===== config.mk =====
export PLATFORM = sky130hd
export DESIGN_NAME = rst_supervisor
export DESIGN_NICKNAME = d
export VERILOG_FILES = /design/src/rtl/rst_sup_pkg.sv /design/src/rtl/rst_sync.sv /design/src/rtl/rst_seq.sv /design/src/rtl/rst_wdog.sv /design/src/rtl/rst_status.sv /design/src/rtl/rst_supervisor.sv
export SDC_FILE = /design/constraint.sdc
export NUM_CORES = 1
export LEC_CHECK = 0
export BUFFER_PORTS_ARGS = -buffer_cell sky130_fd_sc_hd__buf_2
export CORE_MARGIN = 10
export CORE_UTILIZATION = 55
export DETAILED_ROUTE_END_ITERATION = 12
export PLACE_DENSITY = 0.79
export SLEW_MARGIN = 0
export SYNTH_ARGS = -nofsm -noshare
export SYNTH_HDL_FRONTEND = slang
export SYNTH_SLANG_ARGS = --single-unit
export TNS_END_PERCENT = 5

===== constraint.sdc =====
create_clock -name clk -period 6.1 [get_ports clk]
set_input_delay 0.305 -clock clk [delete_from_list [all_inputs] [get_ports clk]]
set_output_delay 0.305 -clock clk [all_outputs]
set_load 0.02 [all_outputs]

===== src/rtl/rst_sup_pkg.sv =====
package rst_sup_pkg;

    localparam int FLAG_W = 5;
    localparam int F_POR  = 0;
    localparam int F_PIN  = 1;
    localparam int F_WDOG = 2;
    localparam int F_HOT  = 3;
    localparam int F_LOWV = 4;

    typedef logic [FLAG_W-1:0] flags_t;

    localparam flags_t FLAGS_AFTER_POR = flags_t'(1) << F_POR;

    typedef enum logic [1:0] {
        SEQ_HOLD    = 2'd0,
        SEQ_STRETCH = 2'd1,
        SEQ_RUN     = 2'd2
    } seq_state_t;

    typedef enum logic [1:0] {
        WD_OFF  = 2'd0,
        WD_SHUT = 2'd1,
        WD_OPEN = 2'd2,
        WD_TRIP = 2'd3
    } wd_state_t;

endpackage


===== src/rtl/rst_sync.sv =====
module rst_sync #(
    parameter int STAGES = 2,
    parameter int WIDTH  = 1
) (
    input  logic             clk,
    input  logic             arst_n,
    input  logic [WIDTH-1:0] d,
    output logic [WIDTH-1:0] q
);

    genvar g;
    generate
        for (g = 0; g < WIDTH; g++) begin : g_bit
            logic [STAGES-1:0] chain;
            always_ff @(posedge clk or negedge arst_n) begin
                if (!arst_n) begin
                    chain <= '0;
                end else begin
                    chain <= {chain[STAGES-2:0], d[g]};
                end
            end
            assign q[g] = chain[STAGES-1];
        end
    endgenerate

endmodule


===== src/rtl/rst_seq.sv =====
module rst_seq
    import rst_sup_pkg::*;
#(
    parameter int STRETCH_CYC = 62500
) (
    input  logic clk,
    input  logic arst_n,
    input  logic src_pin,
    input  logic src_int,
    output logic sys_rst_n
);

    localparam int CW = $clog2(STRETCH_CYC + 1);
    localparam logic [CW-1:0] LAST = CW'(STRETCH_CYC - 1);

    seq_state_t    state_q, state_d;
    logic [CW-1:0] cnt_q, cnt_d;
    logic          seen_q, seen_d;

    // state register; power-on enters the tail directly
    always_ff @(posedge clk or negedge arst_n) begin
        if (!arst_n) begin
            state_q <= SEQ_STRETCH;
            cnt_q   <= '0;
            seen_q  <= 1'b1;
        end else begin
            state_q <= state_d;
            cnt_q   <= cnt_d;
            seen_q  <= seen_d;
        end
    end

    always_comb begin
        state_d = state_q;
        cnt_d   = cnt_q;
        seen_d  = seen_q;
        unique case (state_q)
            SEQ_RUN: begin
                if (src_pin || src_int) begin
                    state_d = SEQ_HOLD;
                    seen_d  = src_int;
                end
            end
            SEQ_HOLD: begin
                if (src_int) begin
                    seen_d = 1'b1;
                end
                if (!src_pin && !src_int) begin
                    if (seen_q) begin
                        state_d = SEQ_STRETCH;
                        cnt_d   = '0;
                    end else begin
                        state_d = SEQ_RUN;
                    end
                end
            end
            SEQ_STRETCH: begin
                if (src_pin || src_int) begin
                    state_d = SEQ_HOLD;
                    seen_d  = 1'b1;
                end else if (cnt_q == LAST) begin
                    state_d = SEQ_RUN;
                end else begin
                    cnt_d = cnt_q + 1'b1;
                end
            end
            default: begin
                state_d = SEQ_HOLD;
                seen_d  = 1'b1;
            end
        endcase
    end

    // output decode
    always_comb begin
        sys_rst_n = (state_q == SEQ_RUN);
    end

endmodule


===== src/rtl/rst_wdog.sv =====
module rst_wdog
    import rst_sup_pkg::*;
#(
    parameter int TRIM_W  = 4,
    parameter int WD_UNIT = 1024
) (
    input  logic              clk,
    input  logic              arst_n,
    input  logic              sys_rst,
    input  logic              en_set,
    input  logic              clr_wr,
    input  logic              cs_n,
    input  logic [TRIM_W-1:0] trim,
    output logic              fire,
    output logic              armed,
    output logic              win_open
);

    localparam int MAXP = (2 ** TRIM_W) * WD_UNIT;
    localparam int CW   = $clog2(MAXP + 1);

    wd_state_t     st_q, st_d;
    logic [CW-1:0] cnt_q, cnt_d;
    logic [CW-1:0] period_c, half_c;
    logic          armed_q, armed_d;
    logic          pend_q, pend_d;
    logic          cs_q;
    logic          cs_rise;

    always_comb begin
        period_c = CW'((32'(trim) + 32'd1) * 32'(WD_UNIT));
        half_c   = period_c >> 1;
        cs_rise  = cs_n && !cs_q;
    end

    always_ff @(posedge clk or negedge arst_n) begin
        if (!arst_n) begin
            st_q    <= WD_OFF;
            cnt_q   <= '0;
            armed_q <= 1'b0;
            pend_q  <= 1'b0;
            cs_q    <= 1'b1;
        end else begin
            st_q    <= st_d;
            cnt_q   <= cnt_d;
            armed_q <= armed_d;
            pend_q  <= pend_d;
            cs_q    <= cs_n;
        end
    end

    always_comb begin
        st_d    = st_q;
        cnt_d   = cnt_q;
        armed_d = armed_q;
        pend_d  = pend_q;
        if (sys_rst) begin
            st_d    = WD_OFF;
            cnt_d   = '0;
            armed_d = 1'b0;
            pend_d  = 1'b0;
        end else begin
            unique case (st_q)
                WD_OFF: begin
                    if (en_set && !armed_q) begin
                        armed_d = 1'b1;
                        st_d    = WD_SHUT;
                        cnt_d   = '0;
                    end
                end
                WD_SHUT: begin
                    if (clr_wr) begin
                        st_d = WD_TRIP;
                    end else begin
                        cnt_d = cnt_q + 1'b1;
                        if (cnt_q == half_c - 1'b1) begin
                            st_d = WD_OPEN;
                        end
                    end
                end
                WD_OPEN: begin
                    if (cs_rise && (pend_q || clr_wr)) begin
                        st_d   = WD_SHUT;
                        cnt_d  = '0;
                        pend_d = 1'b0;
                    end else if (cnt_q == period_c - 1'b1) begin
                        st_d   = WD_TRIP;
                        pend_d = 1'b0;
                    end else begin
                        cnt_d = cnt_q + 1'b1;
                        if (clr_wr) begin
                            pend_d = 1'b1;
                        end
                    end
                end
                WD_TRIP: begin
                    st_d   = WD_OFF;
                    pend_d = 1'b0;
                end
            endcase
        end
    end

    always_comb begin
        fire     = (st_q == WD_TRIP);
        win_open = (st_q == WD_OPEN);
        armed    = armed_q;
    end

endmodule


===== src/rtl/rst_status.sv =====
module rst_status
    import rst_sup_pkg::*;
(
    input  logic   clk,
    input  logic   arst_n,
    input  flags_t set_i,
    input  logic   wr_en,
    input  flags_t clr_mask,
    output flags_t flags_o
);

    flags_t flags_q;
    flags_t wipe;

    always_comb begin
        wipe = wr_en ? clr_mask : '0;
    end

    // setting wins over a simultaneous clear
    always_ff @(posedge clk or negedge arst_n) begin
        if (!arst_n) begin
            flags_q <= FLAGS_AFTER_POR;
        end else begin
            flags_q <= (flags_q & ~wipe) | set_i;
        end
    end

    assign flags_o = flags_q;

endmodule


===== src/rtl/rst_supervisor.sv =====
module rst_supervisor
    import rst_sup_pkg::*;
#(
    parameter int STRETCH_CYC = 62500,
    parameter int TRIM_W      = 4,
    parameter int WD_UNIT     = 1024,
    parameter int SYNC_STAGES = 2
) (
    input  logic              clk,
    input  logic              por_n,
    input  logic              ext_rst_n,
    input  logic              temp_high,
    input  logic              volt_low,
    input  logic              htr_disable,
    input  logic              wd_enable_set,
    input  logic              wd_clear_wr,
    input  logic              spi_cs_n,
    input  logic [TRIM_W-1:0] wd_trim,
    input  logic              status_wr,
    input  logic [4:0]        status_w1c,
    output logic              rst_out_n,
    output logic [4:0]        rst_status,
    output logic              wd_armed,
    output logic              wd_open
);

    localparam int N_ASYNC = 3;

    logic [N_ASYNC-1:0] raw_src, sync_src;
    logic   pin_s, hot_s, lowv_s;
    logic   hot_eff, src_int;
    logic   wd_fire;
    logic   sys_rst_n;
    flags_t set_flags;

    assign raw_src = {volt_low, temp_high, ~ext_rst_n};

    rst_sync #(
        .STAGES (SYNC_STAGES),
        .WIDTH  (N_ASYNC)
    ) u_sync (
        .clk    (clk),
        .arst_n (por_n),
        .d      (raw_src),
        .q      (sync_src)
    );

    assign pin_s   = sync_src[0];
    assign hot_s   = sync_src[1];
    assign lowv_s  = sync_src[2];
    assign hot_eff = hot_s & ~htr_disable;
    assign src_int = hot_eff | lowv_s | wd_fire;

    rst_seq #(
        .STRETCH_CYC (STRETCH_CYC)
    ) u_seq (
        .clk       (clk),
        .arst_n    (por_n),
        .src_pin   (pin_s),
        .src_int   (src_int),
        .sys_rst_n (sys_rst_n)
    );

    rst_wdog #(
        .TRIM_W  (TRIM_W),
        .WD_UNIT (WD_UNIT)
    ) u_wdog (
        .clk      (clk),
        .arst_n   (por_n),
        .sys_rst  (~sys_rst_n),
        .en_set   (wd_enable_set),
        .clr_wr   (wd_clear_wr),
        .cs_n     (spi_cs_n),
        .trim     (wd_trim),
        .fire     (wd_fire),
        .armed    (wd_armed),
        .win_open (wd_open)
    );

    always_comb begin
        set_flags         = '0;
        set_flags[F_PIN]  = pin_s;
        set_flags[F_WDOG] = wd_fire;
        set_flags[F_HOT]  = hot_eff;
        set_flags[F_LOWV] = lowv_s;
    end

    rst_status u_status (
        .clk      (clk),
        .arst_n   (por_n),
        .set_i    (set_flags),
        .wr_en    (status_wr),
        .clr_mask (status_w1c),
        .flags_o  (rst_status)
    );

    assign rst_out_n = sys_rst_n;

endmodule


* Word-level counts from Yosys, hierarchy flattened
Cells that the tools add are included.
Word-level totals: register bits after elaboration 50, logic and storage cells 108, output and inout bits 8, input bits 19
Cells by class: reductions and logical operators 20, bitwise logic cells 8, muxes and demuxes 37, add/subtract/negate cells 5, eq/ne operators 26
Operators with widths (count):
- $mux 15 | 5
- $mux 16 | 4
- $pmux 15 s3 | 1
- $pmux 16 s2 | 1
- $eq 15x15->1 | 2
- $mux 2 | 11
- $add 16x1->16 const B | 1
- $eq 16x16->1 const B | 1
- $add 15x1->15 const B | 1
- $sub 14x1->15 const B | 1
- $sub 15x1->15 const B | 1
- $ne 2x1->1 const B | 7
- $mux 1 | 10
- $reduce_and 3->1 | 3
- $ne 4x3->1 const B | 2
- $pmux 2 s4 | 1
- $eq 2x2->1 const B | 3
- $ne 3x1->1 const B | 2
- $pmux 2 s3 | 1
- $add 4x1->5 const B | 1
- $and 5x5->5 | 1
- $mux 5 | 1
- $ne 5x3->1 const B | 1
- $not 5->5 | 1
- other kinds (20) | 33

* Depth between registers and ports, before layout
Gate-level depths: netlist of run 1.
depth in word-level cells 8, gate-level depth with buffers 10

* By module
From an unflattened synthesis of run 1, not the netlist that was laid out.
Unflattened totals: cells, all modules 314, area total of the unflattened synthesis 3071.7 um^2
Modules (own cells, without submodules):
- rst_wdog | cells an instance 161, area each 1493.9 um^2, sequential area each 501.7 um^2, instances 1
- rst_seq | cells an instance 124, area each 1191.1 um^2, sequential area each 478.0 um^2, instances 1
- rst_status | cells an instance 15, area each 182.7 um^2, sequential area each 126.4 um^2, instances 1
- rst_sync | cells an instance 9, area each 172.7 um^2, sequential area each 150.1 um^2, instances 1
- rst_supervisor | cells an instance 5, area each 31.3 um^2, sequential area each 0.0 um^2, instances 1

* Worst setup path after synthesis of run 1
No wires, ideal clock.
path type input -> register, start input wd_trim[0], end register u_wdog.cnt_q[12], required time 5.966 ns, setup slack 3.618 ns, stages on the path 9, data arrival time 2.348 ns, cell sequence ha_1 -> xnor3_1 -> a2111oi_1 -> o221ai_1 -> nor4_4 -> or3_1 -> buf_6 -> buf_12 -> o31ai_2
On the way: longest elaborated chain between the ends 5
Ends and longest elaborated chain:
- start, declared | line rst_supervisor.sv:18 | input logic [TRIM_W-1:0] wd_trim,
- $add 4x1->5 | line rst_wdog.sv:31 | period_c = CW'((32'(trim) + 32'd1) * 32'(WD_UNIT));
- $sub 15x1->15 | line rst_wdog.sv:86 | end else if (cnt_q == period_c - 1'b1) begin
- $eq 15x15->1 | line rst_wdog.sv:86
- $ne 4x3->1 (no line)
- $reduce_and 4->1 (no line)
- end signal, assigned | line rst_wdog.sv:45 | cnt_q <= cnt_d;
- end, declared | line rst_wdog.sv:23 | logic [CW-1:0] cnt_q, cnt_d;
Every way passes these cells. A chain may end at the register's enable or synchronous reset.

* Final worst setup path of run 1
start input wd_trim[0], end register u_wdog.cnt_q[8]
The elaborated chain is that of the path after synthesis.

==> impl_metrics.csv, run 1 <==
group,metric,value,unit
status,status,"complete, no violations",
die,die_area,8613,µm²
sta,setup_violations,0,
sta,fin_crit_sh,53.06,%
setup_path,start_kind,"input pin",
grt,grt_max_degree,51,
synth,yosys-top-cells-count,"46 x dfrtp_1, 27 x nor2_1, 20 x nand2_1, 20 x o31ai_1",
pwr,leakagePower,1.478,nW
die,die_w,92.81,µm
pwr,ir_drop,0.1068,mV
clock_network,cts_tree,"yes",
sta,worstMarginPinSlew,850.1,ps
synth,yosysMostFrequentCell,"dfrtp_1",
drt,ant_nets,0,
cells_and_area,antenna_cells,0,
clock_network,cts-resized-gates,0,
setup_path,end_kind,"flip-flop",
clock_network,numCtsBuffers,5,
setup_path,rrSetupSlack,3040,ps
cells_and_area,multiInputGateArea,1528,µm²
grt,use_met3,3.632,%
grt,first_global_vias,2213,
pwr,p_total,0.6166,mW
synth,yosysTopAreaCellShare,39.48,%
die,initial_core_util,56.72,%
placed_design,place_congestion,0.8368,
synth,syn-cell-area,2915,µm²
synth,synth_seq_cells,50,
clock_network,clkSlewWorstSetupHoldPaths,110,ps
setup_path,slowest_delay,680,ps
grt,use_met1,19.33,%
setup_path,critPathSlowestCell,"nor4_4",
cells_and_area,final_util,62.15,%
cells_and_area,fill_cells,444,
clock_network,htree_levels,2,
sta,max_slew_margin,42.90,%
sta,setup_ws,2863,ps
die,die_y,92.81,µm
synth,yosys-top-cells-area,"dfrtp_1 39%, o31ai_1 5.2%, xnor2_1 5.1%",
synth,synth_nets,331,
sta,fin_hold_ws,83.35,ps
drt,wl_per_cell,14.52,µm
die,io_pins,27,
synth,ys.flop_type,"dfrtp_1",
sta,skew,12.27,ps
cells_and_area,drive_gt1_share,15.96,%
synth,synth-edff-count,0,
drt,drc_errors,0,
clock_network,cts_hold_buf,0,
clock_network,cts_setup_buffers,0,
placed_design,dpl.hpwl,4161,µm
drt,drt_iter0_drc,192,
synth,yosysWarnings,0,
synth,synth_area_per_cell,9.590,µm²
clock_network,clock_sinks,50,
drt,via_count,2328,
die,core-area,5140,µm²
flow_run,drv_cap,0,
grt,grt_busiest_layer,"met2",
cells_and_area,syn_to_final_growth,9.571,%
min_path,min-delay-path-class,"in2async",
setup_path,critPathKind,"in2reg",
sta,hold_violations,0,
cells_and_area,nets,358,
sta,finalMaxSlewViolations,0,
drt,routed_wirelength,5837,µm
clock_network,clkLatencyLatePin,310,ps
synth,synth.distinct_cells,52,
grt,grt_usage,14.18,%
grt,grtUsageMet2,21.09,%
grt,grt_overflow,0,
synth,synthCells,304,
synth,yosys.area.top_type,"dfrtp_1",
grt,grt_pass1_wl,10290,µm
sta,rsz0062_at_grt,"false",
cells_and_area,seqCellArea,1256,µm²
drt,dr.pass1.iters,4,
sta,setup-tns-final,0,ps
setup_path,required,6270,ps
setup_path,path_max_fanout,17,
die,rows,26,
placed_design,io_buffer_count,26,
synth,yosysSeqAreaShare,43.09,%
pwr,p_per_area,193.0,nW/µm²
grt,grt_antenna_before_repair,0,
clock_network,cts_root_buf,"clkbuf_8",
setup_path,cp.arrival,3410,ps
sta,post-route-min-period,3237,ps
setup_path,path_cells,"buf_2 > ha_1 > xnor3_1 > a2111oi_1 > o221ai_1 > nor4_4 > or3_1 > o31ai_1",
placed_design,post-place-ws,2540,ps
drt,viasPerCell,5.791,
synth,async_flop_share,100.0,%
clock_network,clockBufferDepth,2,
sta,clock.fmax,308.9,MHz
[final cells by class]
cell class,count,area share (%)
clock inverter,3,0.8226
sequential,50,39.33
clock buffer,5,2.154
timing repair buffer,30,5.014
inverter,18,2.115
tap,70,2.742
multi-input combinational,226,47.83
[placed cells by master, fill, tap and decap left out, drive strengths merged, types with 8 or more instances in the layout]
cell   count
dfrtp     46
inv       20
o21ai     12
nor3      13
buf       30
ha         8
nand2     20
nand3     18
nor2b     10
o31ai     24
xnor2     17
nor2      27
[routing by layer]
layer	wire [µm]	share of wire [%]
met1	2814	48
met3	410	7.0
met2	2564	44
met4	47	0.81
met5	0	0
[per-stage QoR]
step	cells	cell area [µm²]
finish	402	3194
global route	402	3194
CTS	402	3194
detailed placement	394	3099
global placement	394	3099
floorplan	304	2915
[kinds of logic after synthesis]
kind of cell	synth area share, %
AND/OR/NAND/NOR	22.49
XOR/XNOR	7.081
flip-flops	43.09
buffers and inverters	4.506
AO/OA/AOI/OAI	18.71
adder cells (fa/ha/maj)	3.434
multiplexers	0.6867
[report_power, final]
group	total [mW]	switching, mW	internal (mW)	leakage [nW]
clock	0.205	0.120	0.0846	0.0491
combinational	0.0626	0.0370	0.0257	0.770
sequential	0.349	0.00817	0.341	0.658
[registers in the layout, indices dropped and copies added (netlist names)]
| name | count |
|---|---|
| u_status.flags_o | 5 |
| u_wdog.st_q | 2 |
| u_wdog.cnt_q | 15 |
| u_wdog.pend_q | 1 |
| u_seq.seen_q | 1 |
| u_seq.cnt_q | 16 |
| u_sync.g_bit.chain | 6 |
| u_wdog.armed | 1 |
| u_wdog.cs_q | 1 |
| u_seq.state_q | 2 |
[critical path, delay by kind of cell]
family	cells	cell delay (ps)
AND/OR/NAND/NOR	2	1330
AO/OA/AOI/OAI	3	790
XOR/XNOR	1	460
adder cells (fa/ha/maj)	1	320
buffers and inverters	1	190
[final timing paths]
path	from	depth (start not counted)	end
setup / recovery	wd_trim[0]	8	u_wdog.cnt_q[8]
hold / removal	por_n	2	u_wdog.cnt_q[7]
setup reg to reg	u_wdog.cnt_q[0]	7	u_wdog.cnt_q[8]
hold reg to reg	u_sync.g_bit[2].chain[0]	0	u_sync.g_bit[2].chain[1]
max in group asynchronous	por_n	2	u_wdog.cnt_q[5]
min in group clk	temp_high	1	u_sync.g_bit[1].chain[0]
No activity file was read; power rests on OpenSTA's default activity.
==> run 2: changes to the inputs <==
CORE_UTILIZATION = 54   (was 55)
PLACE_DENSITY = 0.8   (was 0.79)
clock period = 2.65 ns   (was 6.1 ns; I/O delays follow)
==> run 2 against run 1 <==
Net effect: sequential power grew 130%; non-clock buffer count grew 15; cell area grew 4.8%; global-route usage grew 1.1 points; sequential share of layout area shrank 1.8 points; clock power grew to 2.8 times the previous value; power grew 150%; setup slack lost 2600 ps; largest power group unchanged; wire length grew 9.4%; combinational power grew to 2.6 times the previous value.
==> impl_metrics.csv, run 2 (synthesized netlist as in run 1, its figures left out) <==
group,metric,value,unit
clock_network,numCtsBuffers,5,
pwr,pwr-share-seq,52.4,%
sta,worstMarginPinSlew,1039,ps
pwr,p_per_area,459.7,nW/µm²
setup_path,required,2830,ps
grt,grt_antenna_before_repair,0,
grt,grt_overflow,0,
cells_and_area,drive_gt1_share,18.16,%
grt,grtUsageMet2,25.70,%
setup_path,slowest_delay,610,ps
flow_run,drv_cap,0,
die,io_pins,27,
setup_path,crit_buf_inv,2,
setup_path,cp-startpoint,"u_wdog.st_q[0]",
pwr,combPwrFrac,10.4,%
clock_network,cts_tree,"yes",
setup_path,r2r-end,"u_wdog.cnt_q[3]",
placed_design,dpl.hpwl,4622,µm
drt,routed_wirelength,6387,µm
sta,clock.fmax,421.5,MHz
drt,drc_errors,0,
setup_path,path_cells,"inv_1 > ha_1 > o31a_1 > o211ai_1 > buf_4 > nor2b_1 > o31ai_1 > o31ai_2",
die,die_area,8738,µm²
clock_network,htree_levels,2,
setup_path,path_delay_family,"compound AO/OA/AOI/OAI gates",
setup_path,reg2regPathDepth,8,
sta,setup_violations,0,
cells_and_area,largest_reg_flops,16,
setup_path,endpoint,"u_wdog.cnt_q[3]",
setup_path,path_max_fanout,8,
setup_path,cp.arrival,2560,ps
clock_network,clock_sinks,50,
pwr,sw_frac_of_total,24.30,%
cells_and_area,top_regs,"u_seq.cnt_q (16), u_wdog.cnt_q (15), u_sync.g_bit.chain (6)",
pwr,pwr-share-clk,37.2,%
grt,use_met3,3.597,%
drt,ant_nets,0,
clock_network,clkSlewWorstSetupHoldPaths,90,ps
placed_design,place_congestion,0.8694,
die,rows,26,
sta,rsz0062_at_grt,"false",
grt,first_global_vias,2412,
clock_network,clkLatencyLatePin,310,ps
drt,via_count,2413,
sta,skew,8.831,ps
grt,grt_max_degree,50,
clock_network,clockBufferDepth,2,
sta,post-route-min-period,2373,ps
die,die_y,93.48,µm
sta,hold_violations,0,
cells_and_area,fill_cells,404,
setup_path,rrSetupSlack,280,ps
die,core-area,5172,µm²
cells_and_area,nets,373,
drt,wl_per_cell,15.32,µm
pwr,power_switching,0.3739,mW
setup_path,end_kind,"flip-flop",
cells_and_area,antenna_cells,0,
sta,fin_crit_sh,89.53,%
pwr,intPower,1.165,mW
grt,grt_busiest_layer,"met2",
pwr,leakagePower,1.561,nW
setup_path,r2r_start,"u_wdog.st_q[0]",
die,initial_core_util,56.36,%
die,die_w,93.48,µm
pwr,ir_drop,0.3817,mV
setup_path,start_kind,"flip-flop",
cells_and_area,mostFrequentLayoutCells,"46 x dfrtp_1, 27 x nor2_1, 26 x buf_2",
cells_and_area,largest-register,"u_seq.cnt_q",
grt,grt_pass1_wl,11120,µm
sta,setup-tns-final,0,ps
drt,dr.pass1.iters,4,
cells_and_area,syn_to_final_growth,14.81,%
setup_path,crit_cells,8,
cells_and_area,layout_commonest_cell,"dfrtp_1",
drt,viasPerCell,5.787,
sta,max_slew_margin,30.73,%
clock_network,cts_root_buf,"clkbuf_8",
sta,fin_hold_ws,4.641,ps
min_path,min-delay-path-class,"in2async",
grt,use_met1,18.93,%
status,status,"complete, no violations",
setup_path,critPathSlowestCell,"o211ai_1",
setup_path,critPathKind,"reg2reg",
grt,grt_usage,15.32,%
drt,drt_iter0_drc,196,
placed_design,io_buffer_count,26,
sta,finalMaxSlewViolations,0,
## run 2: how the worst min path moves through the flow
stage                                           to
after floorplan                     u_seq.cnt_q[0]
after detailed placement  u_sync.g_bit[1].chain[0]
after global placement    u_sync.g_bit[2].chain[0]
after CTS                      u_status.flags_o[0]
final                               u_wdog.st_q[1]
after global routing           u_status.flags_o[0]
## run 2: cell type report
cell class / count / area (µm²) / share of cell area (%)
clock inverters: 2 / 38.79 / 1.159
repair buffers: 45 / 285.3 / 8.523
clock buffers: 6 / 82.58 / 2.467
inverters: 18 / 67.56 / 2.019
flip-flops and latches: 50 / 1256 / 37.53
well taps: 70 / 87.58 / 2.617
multi-input cells: 226 / 1529 / 45.68
## run 2: repair_timing
item / CTS / global route
hold buffers: 5 / 0
hold endpoints to repair: 5 / 0
buffers inserted: 0 / 0
gates resized for setup: 0 / 1
setup endpoints to repair: 0 / 1
## run 2: layer usage
metal	share of wire, %	wire (µm)	vias to the layer above
met2	48	3035	51
met1	46	2914	1170
met4	0.92	59	0
met5	0	0	-
li1	-	-	1187
met3	5.9	378	5
## run 2: through the flow
step	power, mW	std cells	area, µm²	util [%]	worst slack (ps)
detailed placement	0.9736	404	3174	61.37	103.1
CTS	1.550	417	3346	64.68	289.8
finish	1.539	417	3347	64.71	277.5
global route	1.599	417	3347	64.71	9.811
floorplan	0.9062	304	2915	-	340.3
global placement	0.9634	404	3174	61.37	205.2
## run 2: power groups by stage
| stage | logic (mW) | registers [mW] | clock network [mW] |
|---|---|---|---|
| floorplan | 0.0872 | 0.819 | 0 |
| global placement | 0.146 | 0.817 | 0 |
| detailed placement | 0.154 | 0.819 | 0 |
| CTS | 0.162 | 0.806 | 0.582 |
| global route | 0.180 | 0.809 | 0.611 |
| finish | 0.160 | 0.806 | 0.572 |
## run 2: worst reg2reg max path, delay by kind of cell, from the launching register on
kind | cells | cell delay (ps)
compound gates | 4 | 1080
fa+ha+maj | 1 | 230
buf+inv | 2 | 410
flops | 1 | 480
simple gates | 1 | 60
==> run 3: changes to the inputs <==
CORE_UTILIZATION = 28   (was 54)
PLACE_DENSITY = 0.49   (was 0.8)
==> run 3 against run 2 <==
Net effect: fmax grew 0.21%; worst hold slack better by 27 ps; non-clock buffer count did not move; die area is 70% higher; via count down 3.6%; critical path depth shrank 1; global-route usage fell by 6.2 points; sequential cell count is the same; highest routed layer unchanged; register-to-register slack hardly changed.
==> impl_metrics.csv, run 3 (synthesized netlist as in run 1, its figures left out) <==
group,metric,value,unit
clock_network,clkLatencyLatePin,300,ps
sta,rsz0062_at_grt,"false",
drt,viasPerCell,4.816,
drt,drc_errors,0,
clock_network,htree_levels,2,
setup_path,path_max_fanout,17,
flow_run,drv_cap,0,
min_path,min-delay-path-class,"in2reg",
clock_network,clkSlewWorstSetupHoldPaths,100,ps
setup_path,r2r-end,"u_seq.cnt_q[14]",
sta,clock.fmax,422.4,MHz
cells_and_area,drive_gt1_share,17.87,%
drt,via_count,2326,
sta,worstMarginPinSlew,729.6,ps
clock_network,cts_setup_buffers,0,
clock_network,cts_root_buf,"clkbuf_8",
setup_path,cp-startpoint,"u_wdog.st_q[0]",
die,io_pins,27,
drt,ant_nets,0,
cells_and_area,antenna_cells,0,
pwr,p_per_area,420.8,nW/µm²
die,core-area,10230,µm²
die,initial_core_util,28.49,%
die,rows,37,
drt,wl_per_cell,13.46,µm
cells_and_area,nets,373,
cells_and_area,fin_cells,483,
drt,drt_iter0_drc,117,
cells_and_area,syn_to_final_growth,16.91,%
grt,grt_pass1_wl,11210,µm
setup_path,endpoint,"u_seq.cnt_q[14]",
sta,finalMaxSlewViolations,0,
setup_path,reg2regPathDepth,7,
status,status,"complete, no violations",
placed_design,io_buffer_count,26,
sta,setup_ws,282.4,ps
cells_and_area,largest-register,"u_seq.cnt_q",
cells_and_area,layout_commonest_cell,"dfrtp_1",
grt,grt_usage,9.086,%
placed_design,dp.cells,469,
drt,dr.pass1.iters,4,
cells_and_area,largest_reg_flops,16,
pwr,ir_drop,0.1817,mV
setup_path,required,2850,ps
setup_path,end_kind,"flip-flop",
placed_design,dpl.hpwl,4812,µm
sta,skew,5.795,ps
grt,grt_overflow,0,
pwr,leakagePower,1.550,nW
min_path,whs_path_depth,2,
sta,max_slew_margin,51.14,%
sta,setup-tns-final,0,ps
setup_path,cp.arrival,2570,ps
drt,routed_wirelength,6503,µm
grt,first_global_vias,2299,
sta,fin_hold_ws,31.23,ps
die,die_area,14890,µm²
placed_design,post-place-ws,102.0,ps
grt,grt_antenna_before_repair,0,
grt,grt_max_degree,51,
clock_network,cts_tree,"yes",
sta,setup_violations,0,
sta,post-route-min-period,2368,ps
setup_path,start_kind,"flip-flop",
clock_network,numCtsBuffers,5,
cells_and_area,mostFrequentLayoutCells,"46 x dfrtp_1, 27 x nor2_1, 26 x buf_2",
setup_path,rrSetupSlack,280,ps
sta,hold_violations,0,
clock_network,clockBufferDepth,2,
setup_path,r2r_start,"u_wdog.st_q[0]",
placed_design,place_congestion,0.7753,
die,die_y,122.0,µm
die,die_w,122.0,µm
clock_network,clock_sinks,50,
cells_and_area,top_regs,"u_seq.cnt_q (16), u_wdog.cnt_q (15), u_sync.g_bit.chain (6)",
sta,fin_crit_sh,89.34,%
setup_path,critPathKind,"reg2reg",
-- run 3: cell types whose count changed in the layout (fill, tap and decap cells not counted), sizes merged --
cell | before | now
clkinv | 0 | 1
bufinv | 1 | 0
buf | 40 | 39
inv | 19 | 20
dlygate4sd3 | 5 | 6
clkbuf | 6 | 5
-- run 3: final cells by class --
class	count	area, µm²
Clock buffer	5	68.82
Sequential cell	50	1256
Inverter	18	67.56
Fill cell	1056	6823
Tap cell	136	170.2
Clock inverter	3	28.78
Timing Repair Buffer	45	287.8
Multi-Input combinational cell	226	1529
-- run 3: how the worst min path moves through the flow --
stage	from	to
after CTS	status_wr	u_status.flags_o[0]
after global placement	temp_high	u_sync.g_bit[1].chain[0]
after floorplan	por_n	u_seq.cnt_q[0]
after detailed placement	volt_low	u_sync.g_bit[2].chain[0]
after global routing	status_wr	u_status.flags_o[0]
final	status_wr	u_status.flags_o[0]
-- run 3: repair_timing --
item	4_1_cts	5_1_grt
endpoints found under the setup margin	0	1
hold endpoints to repair	51	0
hold buffers	6	0
resized for setup	0	1
-- run 3: through the flow --
stage          utilization [%]  power [mW]  area [µm²]
2_1_floorplan                -      0.9062        2915
3_3_place_gp             31.76      0.9675        3249
3_5_place_dp             31.76      0.9706        3249
4_1_cts                  33.30       1.465        3407
5_1_grt                  33.31       1.510        3408
6_report                 33.31       1.434        3408
-- run 3: worst max-delay path, cell delays in order (launching register included) --
cell       delay (ps)
dfrtp_1           470
ha_1              310
nor4_1            480
o2111ai_1         190
buf_4             230
nor4_1            360
xnor2_1           160
nor2_1             50
-- run 3: metal layers --
metal | routed length [µm] | track usage [%] | vias to the layer above
met1 | 3319 | 12.18 | 1112
met2 | 2892 | 14.20 | 23
met4 | 50 | 2.310 | 0
met3 | 241 | 2.359 | 4
li1 | - | - | 1187
met5 | 0 | 0 | -
-- run 3: power by group --
part / internal, mW / total [mW] / switching, mW
Sequential: 0.785 / 0.804 / 0.0184
Combinational: 0.0678 / 0.156 / 0.0882
Clock: 0.198 / 0.475 / 0.277
